--- src/rtl/mlr_pkg.sv ---
package mlr_pkg;
   localparam int SHIM_W = 32;
   localparam int LBL_W  = 20;
   localparam int EXP_W  = 3;
   localparam int TTL_W  = 8;

   // field layout, outer bits first
   typedef struct packed {
      logic [LBL_W-1:0] label;
      logic [EXP_W-1:0] exp;
      logic             bos;
      logic [TTL_W-1:0] ttl;
   } shim_t;

   typedef enum logic [1:0] {
      ACT_NONE = 2'd0,
      ACT_SWAP = 2'd1,
      ACT_PUSH = 2'd2,
      ACT_POP  = 2'd3
   } act_e;

   localparam logic [1:0] SEL_KEY = 2'd0;
   localparam logic [1:0] SEL_NXT = 2'd1;
   localparam logic [1:0] SEL_CTL = 2'd2;
   localparam int EN_BIT   = 31;
   localparam int PORT_LSB = 8;
endpackage

--- src/rtl/mlr_table.sv ---
module mlr_table
   import mlr_pkg::*;
#(
   parameter  int N_ENTRIES = 8,
   parameter  int PORT_W    = 3,
   localparam int IDX_W     = $clog2(N_ENTRIES),
   localparam int ADDR_W    = IDX_W + 2
) (
   input  logic              clk,
   input  logic              rst_n,
   input  logic              we,
   input  logic [ADDR_W-1:0] addr,
   input  logic [31:0]       wdata,
   output logic [31:0]       rdata,
   output logic [N_ENTRIES-1:0] ent_en,
   output logic [LBL_W-1:0]  ent_key  [N_ENTRIES],
   output logic [LBL_W-1:0]  ent_nxt  [N_ENTRIES],
   output logic [1:0]        ent_act  [N_ENTRIES],
   output logic [PORT_W-1:0] ent_port [N_ENTRIES]
);
   logic [IDX_W-1:0] idx;
   logic [1:0]       sel;
   logic             en_q [N_ENTRIES];

   assign idx = addr[ADDR_W-1:2];
   assign sel = addr[1:0];

   for (genvar i = 0; i < N_ENTRIES; i++) begin : g_ent
      always_ff @(posedge clk or negedge rst_n) begin
         if (!rst_n) begin
            en_q[i]     <= 1'b0;
            ent_key[i]  <= '0;
            ent_nxt[i]  <= '0;
            ent_act[i]  <= '0;
            ent_port[i] <= '0;
         end else if (we && idx == IDX_W'(i)) begin
            case (sel)
               SEL_KEY: begin
                  en_q[i]    <= wdata[EN_BIT];
                  ent_key[i] <= wdata[LBL_W-1:0];
               end
               SEL_NXT: ent_nxt[i] <= wdata[LBL_W-1:0];
               SEL_CTL: begin
                  ent_act[i]  <= wdata[1:0];
                  ent_port[i] <= wdata[PORT_LSB +: PORT_W];
               end
               default: ;
            endcase
         end
      end
      assign ent_en[i] = en_q[i];
   end

   // read-back: implemented bits only
   always_comb begin
      rdata = '0;
      if (int'(idx) < N_ENTRIES) begin
         case (sel)
            SEL_KEY: begin
               rdata[LBL_W-1:0] = ent_key[idx];
               rdata[EN_BIT]    = en_q[idx];
            end
            SEL_NXT: rdata[LBL_W-1:0] = ent_nxt[idx];
            SEL_CTL: begin
               rdata[1:0]                = ent_act[idx];
               rdata[PORT_LSB +: PORT_W] = ent_port[idx];
            end
            default: ;
         endcase
      end
   end
endmodule

--- src/rtl/mlr_match.sv ---
module mlr_match
   import mlr_pkg::*;
#(
   parameter  int N_ENTRIES = 8,
   localparam int IDX_W     = $clog2(N_ENTRIES)
) (
   input  logic [N_ENTRIES-1:0] ent_en,
   input  logic [LBL_W-1:0]     ent_key [N_ENTRIES],
   input  logic [LBL_W-1:0]     label,
   output logic                 hit,
   output logic [IDX_W-1:0]     hit_idx
);
   logic [N_ENTRIES-1:0] eq;

   for (genvar i = 0; i < N_ENTRIES; i++) begin : g_cmp
      assign eq[i] = ent_en[i] && (ent_key[i] == label);
   end

   // scan downward so the lowest index is the last one written
   always_comb begin
      hit_idx = '0;
      for (int i = N_ENTRIES - 1; i >= 0; i--) begin
         if (eq[i]) hit_idx = IDX_W'(i);
      end
      hit = |eq;
   end

   always_comb begin
      if (hit) begin
         AST_HIT_ENTRY_AGREES: assert (ent_en[hit_idx] && ent_key[hit_idx] == label);
      end
   end
endmodule

--- src/rtl/mlr_rewrite.sv ---
module mlr_rewrite
   import mlr_pkg::*;
#(
   parameter int PORT_W = 3
) (
   input  logic              hit,
   input  logic [1:0]        act,
   input  logic [LBL_W-1:0]  nxt,
   input  logic [PORT_W-1:0] port_in,
   input  shim_t             shim_in,
   output logic              fwd,
   output logic [1:0]        nwords,
   output shim_t             w0,
   output shim_t             w1,
   output logic [PORT_W-1:0] port_out,
   output logic              bos_out
);
   logic             ttl_ok;
   logic [TTL_W-1:0] ttl_dec;
   act_e             a;

   assign a       = act_e'(act);
   assign ttl_ok  = shim_in.ttl > TTL_W'(1);
   assign ttl_dec = shim_in.ttl - TTL_W'(1);
   assign fwd     = hit && (a != ACT_NONE) && ttl_ok;

   always_comb begin
      nwords   = 2'd0;
      w0       = '0;
      w1       = '0;
      port_out = '0;
      bos_out  = 1'b0;
      if (fwd) begin
         port_out = port_in;
         unique case (a)
            ACT_SWAP: begin
               nwords = 2'd1;
               w0     = '{label: nxt, exp: shim_in.exp, bos: shim_in.bos, ttl: ttl_dec};
            end
            ACT_PUSH: begin
               nwords = 2'd2;
               w0     = '{label: nxt, exp: shim_in.exp, bos: 1'b0, ttl: ttl_dec};
               w1     = '{label: shim_in.label, exp: shim_in.exp, bos: shim_in.bos, ttl: ttl_dec};
            end
            ACT_POP: bos_out = shim_in.bos;
            default: ;
         endcase
      end
   end
endmodule

--- src/rtl/mpls_label_rewrite.sv ---
module mpls_label_rewrite
   import mlr_pkg::*;
#(
   parameter  int N_ENTRIES = 8,
   parameter  int PORT_W    = 3,
   localparam int IDX_W     = $clog2(N_ENTRIES),
   localparam int ADDR_W    = IDX_W + 2
) (
   input  logic              clk,
   input  logic              rst_n,
   input  logic              cfg_we,
   input  logic [ADDR_W-1:0] cfg_addr,
   input  logic [31:0]       cfg_wdata,
   output logic [31:0]       cfg_rdata,
   input  logic              lk_req,
   input  logic [31:0]       lk_shim,
   output logic              lk_done,
   output logic              lk_valid,
   output logic              lk_drop,
   output logic [1:0]        lk_nwords,
   output logic [31:0]       lk_word0,
   output logic [31:0]       lk_word1,
   output logic [PORT_W-1:0] lk_port,
   output logic              lk_bos
);
   if (N_ENTRIES < 2 || (1 << IDX_W) != N_ENTRIES) begin : g_bad_depth
      $error("N_ENTRIES must be a power of two, at least 2");
   end
   if (PORT_W < 1 || PORT_W > 8) begin : g_bad_port
      $error("PORT_W must lie in 1..8");
   end

   logic [N_ENTRIES-1:0] ent_en;
   logic [LBL_W-1:0]     ent_key  [N_ENTRIES];
   logic [LBL_W-1:0]     ent_nxt  [N_ENTRIES];
   logic [1:0]           ent_act  [N_ENTRIES];
   logic [PORT_W-1:0]    ent_port [N_ENTRIES];
   logic                 hit;
   logic [IDX_W-1:0]     hit_idx;
   shim_t                in_shim;

   assign in_shim = shim_t'(lk_shim);

   mlr_table #(.N_ENTRIES(N_ENTRIES), .PORT_W(PORT_W)) u_table (
      .clk(clk), .rst_n(rst_n), .we(cfg_we), .addr(cfg_addr),
      .wdata(cfg_wdata), .rdata(cfg_rdata), .ent_en(ent_en),
      .ent_key(ent_key), .ent_nxt(ent_nxt), .ent_act(ent_act),
      .ent_port(ent_port)
   );

   mlr_match #(.N_ENTRIES(N_ENTRIES)) u_match (
      .ent_en(ent_en), .ent_key(ent_key), .label(in_shim.label),
      .hit(hit), .hit_idx(hit_idx)
   );

   // stage 1: capture the selected entry with the header
   logic              s1_v, s1_hit;
   logic [1:0]        s1_act;
   logic [LBL_W-1:0]  s1_nxt;
   logic [PORT_W-1:0] s1_port;
   shim_t             s1_shim;

   always_ff @(posedge clk or negedge rst_n) begin
      if (!rst_n) begin
         s1_v    <= 1'b0;
         s1_hit  <= 1'b0;
         s1_act  <= '0;
         s1_nxt  <= '0;
         s1_port <= '0;
         s1_shim <= '0;
      end else begin
         s1_v <= lk_req;
         if (lk_req) begin
            s1_hit  <= hit;
            s1_act  <= ent_act[hit_idx];
            s1_nxt  <= ent_nxt[hit_idx];
            s1_port <= ent_port[hit_idx];
            s1_shim <= in_shim;
         end
      end
   end

   logic              rw_fwd, rw_bos;
   logic [1:0]        rw_nwords;
   shim_t             rw_w0, rw_w1;
   logic [PORT_W-1:0] rw_port;

   mlr_rewrite #(.PORT_W(PORT_W)) u_rewrite (
      .hit(s1_hit), .act(s1_act), .nxt(s1_nxt), .port_in(s1_port),
      .shim_in(s1_shim), .fwd(rw_fwd), .nwords(rw_nwords),
      .w0(rw_w0), .w1(rw_w1), .port_out(rw_port), .bos_out(rw_bos)
   );

   // stage 2: registered result, zero outside the done pulse
   always_ff @(posedge clk or negedge rst_n) begin
      if (!rst_n) begin
         lk_done   <= 1'b0;
         lk_valid  <= 1'b0;
         lk_drop   <= 1'b0;
         lk_nwords <= '0;
         lk_word0  <= '0;
         lk_word1  <= '0;
         lk_port   <= '0;
         lk_bos    <= 1'b0;
      end else begin
         lk_done   <= s1_v;
         lk_valid  <= s1_v && rw_fwd;
         lk_drop   <= s1_v && !rw_fwd;
         lk_nwords <= s1_v ? rw_nwords : 2'd0;
         lk_word0  <= s1_v ? 32'(rw_w0) : 32'd0;
         lk_word1  <= s1_v ? 32'(rw_w1) : 32'd0;
         lk_port   <= s1_v ? rw_port : '0;
         lk_bos    <= s1_v && rw_bos;
      end
   end

   AST_DONE_LAG: assert property (@(posedge clk) disable iff (!rst_n)
      lk_done |-> $past(lk_req, 2));
   AST_REQ_ANSWERED: assert property (@(posedge clk) disable iff (!rst_n)
      lk_req |=> ##1 lk_done);
   AST_ONE_OUTCOME: assert property (@(posedge clk) disable iff (!rst_n)
      lk_done |-> (lk_valid ^ lk_drop));
   AST_IDLE_QUIET: assert property (@(posedge clk) disable iff (!rst_n)
      !lk_done |-> (!lk_valid && !lk_drop && lk_nwords == 2'd0));
   AST_PUSH_OUTER_NOT_BOTTOM: assert property (@(posedge clk) disable iff (!rst_n)
      (lk_valid && lk_nwords == 2'd2) |-> !lk_word0[8]);
   AST_TTL_STEP: assert property (@(posedge clk) disable iff (!rst_n)
      (lk_valid && lk_nwords != 2'd0) |->
         (lk_word0[7:0] == $past(lk_shim[7:0], 2) - 8'd1 && lk_word0[7:0] != 8'd0));
   AST_DROP_EMPTY: assert property (@(posedge clk) disable iff (!rst_n)
      lk_drop |-> (lk_nwords == 2'd0 && lk_word0 == 32'd0 && !lk_bos));
endmodule

--- config.mk ---
export PLATFORM = sky130hd
export DESIGN_NAME = mpls_label_rewrite
export DESIGN_NICKNAME = d
export VERILOG_FILES = /design/src/rtl/mlr_pkg.sv /design/src/rtl/mlr_table.sv /design/src/rtl/mlr_match.sv /design/src/rtl/mlr_rewrite.sv /design/src/rtl/mpls_label_rewrite.sv
export SDC_FILE = /design/constraint.sdc
export NUM_CORES = 1
export LEC_CHECK = 0
export BUFFER_PORTS_ARGS = -buffer_cell sky130_fd_sc_hd__buf_4
export CORE_MARGIN = 2
export CORE_UTILIZATION = 60
export DETAILED_ROUTE_END_ITERATION = 10
export PLACE_DENSITY_LB_ADDON = 0.08
export RECOVER_POWER = 50
export SETUP_SLACK_MARGIN = 0.02
export SLEW_MARGIN = 40
export SYNTH_ARGS = -nofsm -noshare
export SYNTH_HDL_FRONTEND = slang
export SYNTH_HIERARCHICAL = 1
export SYNTH_SLANG_ARGS = --single-unit
--- constraint.sdc ---
create_clock -name clk -period 6.3 [get_ports clk]
set_input_delay 0.63 -clock clk [delete_from_list [all_inputs] [get_ports clk]]
set_output_delay 0.63 -clock clk [all_outputs]
set_load 0.05 [all_outputs]
Yosys cells after proc, flatten, opt, wreduce, memory -nomap -nowiden
Cells that the tools add are included.

Mux-type cells: 50. Reduce and logical (&&, ||, !) cells: 50. $lt $le $gt $ge: 3. Bitwise logic cells: 2. Add/subtract/negate cells: 1. Equality and inequality tests: 20.

Operators by type and width (count): $bmux 20 s3 (3); $eq 20x20->1 (8); $mux 32 (5); $mux 20 (6); $pmux 32 s2 (1); $reduce_and 2->1 (24); $mux 3 (14); $logic_and 1x1->1 (21); $bmux 3 s3 (2); $pmux 9 s2 (1); $bmux 2 s3 (2); $eq 3x3->1 const B (4); $mux 2 (6); $pmux 6 s2 (1); $pmux 3 s3 (1); $ge 4x4->1 const B (2); $gt 8x1->1 const B (1); $not 3->4 (2); $reduce_or 8->1 (1); $sub 8x1->8 const B (1); $eq 2x2->1 const B (3); $eq 3x2->1 const B (2); $pmux 2 s3 (1); $mux 1 (5); other kinds (8) (9).

Logic and storage cells: 183. Flip-flop bits (word level): 500. Bits of input ports: 73. Output and inout bits: 105.

Depth between registers and ports, before layout
Gate-level depths: netlist of run 1.

Depth after elaboration: 14. Gate-level depth with buffers: 14. Gate-level depth less buffers: 10.

Cells and area by module
Netlist of run 1, hierarchy kept.

By module, submodules not included: mlr_table (instances 1, cells each 1085, area an instance 16945.0 µm², sequential area each 9208.8 µm²); mpls_label_rewrite (instances 1, cells each 510, area an instance 6257.3 µm², sequential area each 3303.2 µm²); mlr_match (instances 1, cells each 249, area an instance 1988.2 µm², sequential area each 0.0 µm²); mlr_rewrite (instances 1, cells each 115, area an instance 795.8 µm², sequential area each 0.0 µm²).

Worst setup path before layout of run 1
No wires, ideal clock.

Kind: input to output. From: input cfg_addr[2]. To: output cfg_rdata[9]. Data required time: 5.670 ns. Path buffers: 3. Stages: 7. Data arrival time: 2.392 ns. Slack: 3.278 ns. Cell sequence: buf_6 -> buf_12 -> buf_6 -> or3b_1 -> o22ai_1 -> a211oi_1 -> o211ai_1.

Cells in the longest elaborated chain, start to end: 5. Elaborated cells between the ends (all ways): 11. Those cells by class: mux: 10; bitwise: 1.

Ends and longest elaborated chain: start, declared (RTL line mpls_label_rewrite.sv:12) `input logic [ADDR_W-1:0] cfg_addr,`; $not 3->4 (implied by the code) (*) (RTL line mlr_table.sv:60, mlr_table.sv:63, mlr_table.sv:66); $bmux 3 s3 (tied with other cells) (RTL line mlr_table.sv:66) `rdata[PORT_LSB +: PORT_W] = ent_port[idx];`; $mux 3 (implied by the code) (tied with other cells) (2 in a row) (RTL line mlr_table.sv:66); $pmux 3 s3 (*) (RTL line mlr_table.sv:58) `case (sel)`; end, declared (RTL line mpls_label_rewrite.sv:14) `output logic [31:0] cfg_rdata,`.

Mark *: on every way between the ends. The rest lies on a longest branch, timed or not. The select of a mux whose other input is x is not followed.

Worst setup path in the final report of run 1
From: input lk_req. To: register s1_shim[14] (netlist name).

RTL lines: start, declared (RTL line mpls_label_rewrite.sv:15) `input logic lk_req,`; end signal, assigned (RTL line mpls_label_rewrite.sv:78) `s1_shim <= in_shim;`; end, declared (RTL line mpls_label_rewrite.sv:61) `shim_t s1_shim;`.

No word-level cell between the ends.

==> results.txt, run 1 <==
Status: finished with violations
Failing checks: capacitance limit, slew limit
Residual DRC: 0
Post-CTS sizing: 0
Largest net degree at the start of global routing: 163
Total GRT Usage: 0.3361
Setup Skew: 0.02845 ns
Clk pwr share: 0.353
Worst Hold Depth: 2
Initial DRC Count: 1548
Initial antenna violation count: 3
Chip height: 212.1 microns
Reg2reg setup slack: 2.39 ns
Reg2reg path depth: 11
Setup tns final: 0 ns
Clk sinks: 500
CP cell instances: clkbuf_1 -> clkbuf_1 -> mux2_2
RSZ-0062 raised after global routing: no
Synth cell types: 61
Area delta synth->final: 11.40%
WHS Endpoint: s1_shim[11]
Layout cells sized above 1: 0.3319
Cell count after synthesis: 1959
Largest stage delay, worst path: 2.73 ns
WL per Instance: 27.89 microns
Total grt overflow: 0
Tcrit/Tclk final: 0.7051
Combinational share of power: 0.194
Antenna Nets Post-Route: 0
Global-route wire length before repair: 110400 microns
Sw Share: 0.2843
Gpl congestion: 0.9486
Die width: 212.1 microns
Static Leak: 12.66 nW
Area share of the largest cell type after synthesis: 0.4815
Latest clock arrival within the worst-skew pair: 0.62 ns
Critical path arrival: 4.91 ns
Number of CTS-inserted buffers: 53
Max cap viols: 6
Yosys warns: 6
Core area: 42890 sq um
Slew HR: -1.532
Worst-Margin Slew: 3.799 ns
Number of synthesized flops with an enable pin: 0
Crit path time final: 4.442 ns
Final Hold Fails: 0
Kind of critical path: in2reg
Post-DP Area: 27330 sq um
Buf/Inv on CP: 2
R2R Path Start: u_table/ent_key[32]
Count of input and output buffers: 155
# IOs: 178
Vias: 16956
Reg power frac: 0.453
CTS root buf: clkbuf_16
Synth top area cells: dfrtp_1 (48%), mux2_2 (16%), mux4_2 (7.0%), mux2i_1 (5.0%), xnor2_1 (4.3%)
Post-Syn Area per Cell: 13.27 sq um
Non-Filler Cell Area, Final: 28950 sq um
Initial Util: 0.6059
Worst vdd ir: 0.2652 mV
Sequential-to-total area share from yosys stat: 0.4815
Clock Path Buffers: 3
Slew Limit Fails: 377
Area of the die: 44990 sq um
Drt via density: 6.370
Hold Crit Class: in2reg
Reg-to-Reg End: s1_nxt[12]
Setup Buffers After CTS: 0
Vias in the first global route: 16850
Total wire length: 74240 microns
TritonCTS clock tree: done
DR pass1 iterations: 5
Crit-path slowest cell: clkbuf_1
Synthesis-stage register bit count: 500
Cell family with most CP delay: buffers and inverters
Worst path most repeated cell: clkbuf_1
Endpoint class of the critical path: flip-flop
Row count: 76
Achievable Freq: 225.1 MHz
Startpoint type of the worst setup path: primary input
Pint: 6.609 mW
H-tree depth: 2
Final setup viols: 0
PwrDens: 319.0 nW/um^2
Mapped Area: 25990 sq um
Nets: 2117
Crit-path max FO: 62
Asr flop ratio synth: 1.000
Cell taking the most area after synthesis: dfrtp_1
CTS clk-pin slew, worst paths: 0.06 ns
P_sw: 2.625 mW
CP required: 6.77 ns
Hold Startpoint: lk_shim[11]
DP HPWL: 49610 microns
Top FF cell, synth: dfrtp_1
==> kinds of logic (layout without fill, tap and decap cells) <==
| group | Yosys count | count (layout) | share of synthesized area |
|---|---|---|---|
| compound gates | 126 | 126 | 0.03910 |
| xor+xnor | 163 | 163 | 0.05523 |
| fa+ha+maj | 7 | 7 | 0.003370 |
| buf+inv | 187 | 294 | 0.04175 |
| flops | 500 | 500 | 0.4815 |
| mux | 612 | 612 | 0.2940 |
| other cells | 1 | 12 | 0.0001443 |
| simple gates | 363 | 363 | 0.08489 |
==> synth_stat cells, drive strengths merged (8+ instances only) <==
cell type and instances:
nor2 28, nor4 19, mux2i 130, nor3b 27
a41o 25, mux2 401, a22oi 31, nor3 8
dfrtp 500, o22ai 20, nor2b 58, nand3 44
xnor2 127, buf 126, nand4 38, xor2 36
nand2 16, clkbuf 55, a211o 25, and3 27
and2 76, mux4 81
==> layer usage <==
layer / vias to the layer above / track usage / share of wire
li1: 7268 / - / -
met1: 8947 / 0.4784 / 0.43
met2: 612 / 0.5235 / 0.47
met3: 129 / 0.05908 / 0.069
met4: 0 / 0.1195 / 0.035
met5: - / 0 / 0
==> worst max path at each step <==
stage / start / endpoint / slack, ns / cells after the start
after floorplan: cfg_addr[2] / cfg_rdata[9] / 3.28 / 7
after global placement: lk_shim[24] / s1_act[1] / 1.84 / 11
after detailed placement: lk_shim[24] / s1_port[2] / 1.80 / 11
after CTS: u_table/ent_key[32] / s1_port[2] / 2.24 / 10
after global routing: lk_req / s1_nxt[19] / 1.58 / 4
final: lk_req / s1_shim[14] / 1.86 / 3
==> sequential cells by signal (all words and copies together) (netlist names) <==
register / count
u_table/ent_key: 160
u_table/ent_nxt: 160
lk_word0: 32
lk_word1: 32
s1_shim: 32
u_table/ent_port: 24
s1_nxt: 20
u_table/ent_act: 16
u_table/ent_en: 8
lk_port: 3
s1_port: 3
lk_nwords: 2
s1_act: 2
lk_bos: 1
lk_done: 1
lk_drop: 1
lk_valid: 1
s1_hit: 1
s1_v: 1
==> power by group through the flow <==
stage | registers [mW] | logic, mW | clock network, mW
after detailed placement | 4.23 | 1.77 | 0
after floorplan | 4.07 | 1.29 | 0
after global placement | 4.19 | 1.73 | 0
after CTS | 4.17 | 1.78 | 3.30
final | 4.18 | 1.79 | 3.26
after global routing | 4.25 | 1.89 | 3.43
==> layout make-up <==
class | count | area, sq um
clock buffer | 77 | 1569
inverter | 6 | 22.52
sequential | 500 | 12510
fill | 3198 | 13940
tap | 585 | 732.0
antenna | 1 | 2.502
timing repair buffer | 194 | 1359
multi-input combinational | 1282 | 12510
clock inverter | 17 | 241.5
==> cell usage in the layout (no fill, tap or decap), drive strengths merged, types with 9 or more instances in the layout <==
| cell | count |
|---|---|
| nor2 | 28 |
| and2 | 76 |
| and3 | 27 |
| a41o | 25 |
| mux2 | 401 |
| clkbuf | 153 |
| o22ai | 20 |
| a211o | 25 |
| buf | 117 |
| mux4 | 81 |
| a22oi | 31 |
| nand4 | 38 |
| xor2 | 36 |
| conb | 11 |
| nand2 | 16 |
| mux2i | 130 |
| nor3b | 27 |
| nor4 | 19 |
| xnor2 | 127 |
| dfrtp | 500 |
| nor2b | 58 |
| nand3 | 44 |
| clkinv | 9 |
==> metrics by stage <==
| stage | setup slack [ns] | util | power (mW) | cells | hold slack, ns |
|---|---|---|---|---|---|
| final | 1.858 | 0.6750 | 9.235 | 2662 | 0.2522 |
| after global routing | 1.578 | 0.6750 | 9.575 | 2661 | 0.2486 |
| after CTS | 2.243 | 0.6794 | 9.250 | 2654 | 0.1166 |
| after detailed placement | 1.800 | 0.6372 | 5.991 | 2560 | 0.4716 |
| after global placement | 1.840 | 0.6340 | 5.915 | 2555 | 0.4610 |
| after floorplan | 3.278 | - | 5.356 | 1969 | 0.3344 |
==> what timing repair did <==
item	in CTS	in global routing
endpoints found under the setup margin	0	0
hold endpoints to repair	0	32
hold buffers	0	1
No activity file was read; power rests on OpenSTA's default activity.
==> run 2, diff against run 1 <==
==> constraint.sdc (replaced) <==
create_clock -name clk -period 4.5 [get_ports clk]
set_input_delay 0.45 -clock clk [delete_from_list [all_inputs] [get_ports clk]]
set_output_delay 0.45 -clock clk [all_outputs]
set_load 0.05 [all_outputs]
==> results.txt, run 2 (synthesized netlist as in run 1, its figures left out) <==
Status: finished with violations (unchanged)
Failing checks: capacitance limit, slew limit (unchanged)
Combinational share of power: 0.194 (about the same)
Crit path time final: 3.846 ns
CP required: 4.97 ns (was 6.77 ns)
WHS Endpoint: s1_shim[0] (was s1_shim[11])
R2R Path Start: u_table/ent_key[53] (was u_table/ent_key[32])
CP cell instances: clkbuf_1 -> nor2b_1 -> a41o_1 (was clkbuf_1 -> clkbuf_1 -> mux2_2)
Vias in the first global route: 17004 (was 16850)
Static Leak: 12.91 nW (was 12.66 nW)
Hold Buf Count CTS: 1 (was 0)
Reg2reg setup slack: 0.79 ns (was 2.39 ns)
Hold Startpoint: lk_shim[0] (was lk_shim[11])
Post-CTS sizing: 0 (unchanged)
Total wire length: 73170 microns (was 74240 microns)
Drt via density: 6.329 (was 6.370)
Final setup viols: 0 (unchanged)
Die width: 212.1 microns (unchanged)
Setup Buffers After CTS: 0 (unchanged)
Largest stage delay, worst path: 3.20 ns (was 2.73 ns)
Worst vdd ir: 0.3522 mV (was 0.2652 mV)
Hold Crit Class: in2reg (unchanged)
TritonCTS clock tree: done (unchanged)
Number of CTS-inserted buffers: 54 (was 53)
Max cap viols: 7 (was 6)
RSZ-0062 raised after global routing: no (unchanged)
Initial antenna violation count: 4 (was 3)
Setup tns final: 0 ns (unchanged)
Gpl congestion: 0.9491 (was 0.9486)
Kind of critical path: in2reg (unchanged)
Vias: 16898 (was 16956)
Cell family with most CP delay: buffers and inverters (unchanged)
Initial Util: 0.6059 (unchanged)
Commonest non-fill, non-tap cell in the layout: dfrtp_1 (unchanged)
Core area: 42890 sq um (unchanged)
Crit-path slowest cell: clkbuf_1 (unchanged)
Layout cells sized above 1: 0.3655 (was 0.3319)
Clk pwr share: 0.344 (was 0.353)
Chip height: 212.1 microns (unchanged)
DR pass1 iterations: 5 (unchanged)
Global-route wire length before repair: 109200 microns (was 110400 microns)
Pint: 9.082 mW (was 6.609 mW)
Critical path arrival: 4.31 ns (was 4.91 ns)
Row count: 76 (unchanged)
DP HPWL: 49630 microns (was 49610 microns)
Endpoint class of the critical path: flip-flop (unchanged)
Nets: 2123 (was 2117)
Latest clock arrival within the worst-skew pair: 0.61 ns (was 0.62 ns)
Reg power frac: 0.462 (was 0.453)
Clk sinks: 500 (unchanged)
Commonest non-fill, non-tap cells in the layout: dfrtp_1 (500), mux2_2 (379), buf_4 (183), mux2i_1 (130), xnor2_1 (127) (was dfrtp_1 (500), mux2_2 (379), mux2i_1 (130), xnor2_1 (127), buf_4 (105))
Clock Path Buffers: 3 (unchanged)
H-tree depth: 2 (unchanged)
CTS clk-pin slew, worst paths: 0.06 ns (about the same)
Count of input and output buffers: 155 (unchanged)
Area delta synth->final: 11.80% (was 11.40%)
CTS root buf: clkbuf_16 (unchanged)
# IOs: 178 (unchanged)
WHS: 0.06789 ns (was 0.2522 ns)
Setup Skew: 0.01834 ns (was 0.02845 ns)
Worst-Margin Slew: 4.636 ns (was 3.799 ns)
Residual DRC: 0 (unchanged)
Regs by FF count: u_table/ent_key (160), u_table/ent_nxt (160) (unchanged)
Total GRT Usage: 0.3320 (was 0.3361)
Reg2reg path depth: 11 (unchanged)
Tcrit/Tclk final: 0.8546
Final Hold Fails: 0 (unchanged)
Final Util: 0.6774 (was 0.6750)
Buf/Inv on CP: 1 (was 2)
Total grt overflow: 0 (unchanged)
Startpoint type of the worst setup path: primary input (unchanged)
Area of the die: 44990 sq um (unchanged)
Slew HR: -2.090 (was -1.532)
Crit-path max FO: 84 (was 62)
Antenna Nets Post-Route: 0 (unchanged)
Antenna Cells: 0 (was 1)
Sw Share: 0.2865 (was 0.2843)
PwrDens: 438.2 nW/um^2 (was 319.0 nW/um^2)
WL per Instance: 27.40 microns (was 27.89 microns)
P_sw: 3.647 mW (was 2.625 mW)
Worst Hold Depth: 2 (unchanged)
Largest net degree at the start of global routing: 105 (was 163)
Reg-to-Reg End: s1_nxt[13] (was s1_nxt[12])
Achievable Freq: 260.0 MHz
Initial DRC Count: 1597 (was 1548)
Slew Limit Fails: 579 (was 377)
## run 2: cell count changes in the layout (fill, tap and decap cells not counted), sizes merged
| cell | delta |
|---|---|
| clkinv | -3 |
| bufinv | -5 |
| clkinvlp | -1 |
| buf | +72 |
| clkbuf | -54 |
| diode | -1 |
## run 2: per-stage QoR
stage,power (mW),setup slack [ns],area [sq um],cells
3_3_place_gp,8.271,0.7598,27330,2569
2_1_floorplan,7.498,1.681,26020,1969
3_5_place_dp,8.380,0.6653,27390,2571
5_1_grt,13.22,0.3496,29050,2670
4_1_cts,12.77,0.8817,29150,2670
6_report,12.73,0.6544,29050,2670
## run 2: worst max-delay path by stage
stage,cells past startpoint,endpoint,startpoint,slack (ns)
after floorplan,14,s1_nxt[14],lk_shim[30],1.68
final,3,s1_port[0],lk_req,0.65
after global placement,12,s1_nxt[10],lk_shim[24],0.76
after global routing,3,s1_nxt[5],lk_req,0.35
after CTS,11,s1_nxt[11],u_table/ent_key[53],0.88
after detailed placement,12,s1_nxt[13],lk_shim[25],0.67
## run 2: area by class of cell
type / count / area [sq um]
clock buffers: 90 / 1678
clock inverters: 8 / 72.57
fillers: 3153 / 13830
inverters: 6 / 22.52
multi-input cells: 1282 / 12490
flip-flops and latches: 500 / 12510
well taps: 585 / 732.0
repair buffers: 199 / 1541
## run 2: power groups by stage
stage	clock (mW)	sequential (mW)	combinational, mW
final	4.38	5.88	2.47
after global placement	0	5.88	2.39
after detailed placement	0	5.93	2.45
after CTS	4.44	5.86	2.47
after floorplan	0	5.69	1.80
after global routing	4.63	5.97	2.62
## run 2: routing by layer
metal,vias up,part of all wire,track usage
met5,-,0,0
met4,0,0.049,0.1583
met3,158,0.078,0.07164
met2,658,0.45,0.4984
met1,8800,0.43,0.4632
li1,7282,-,-
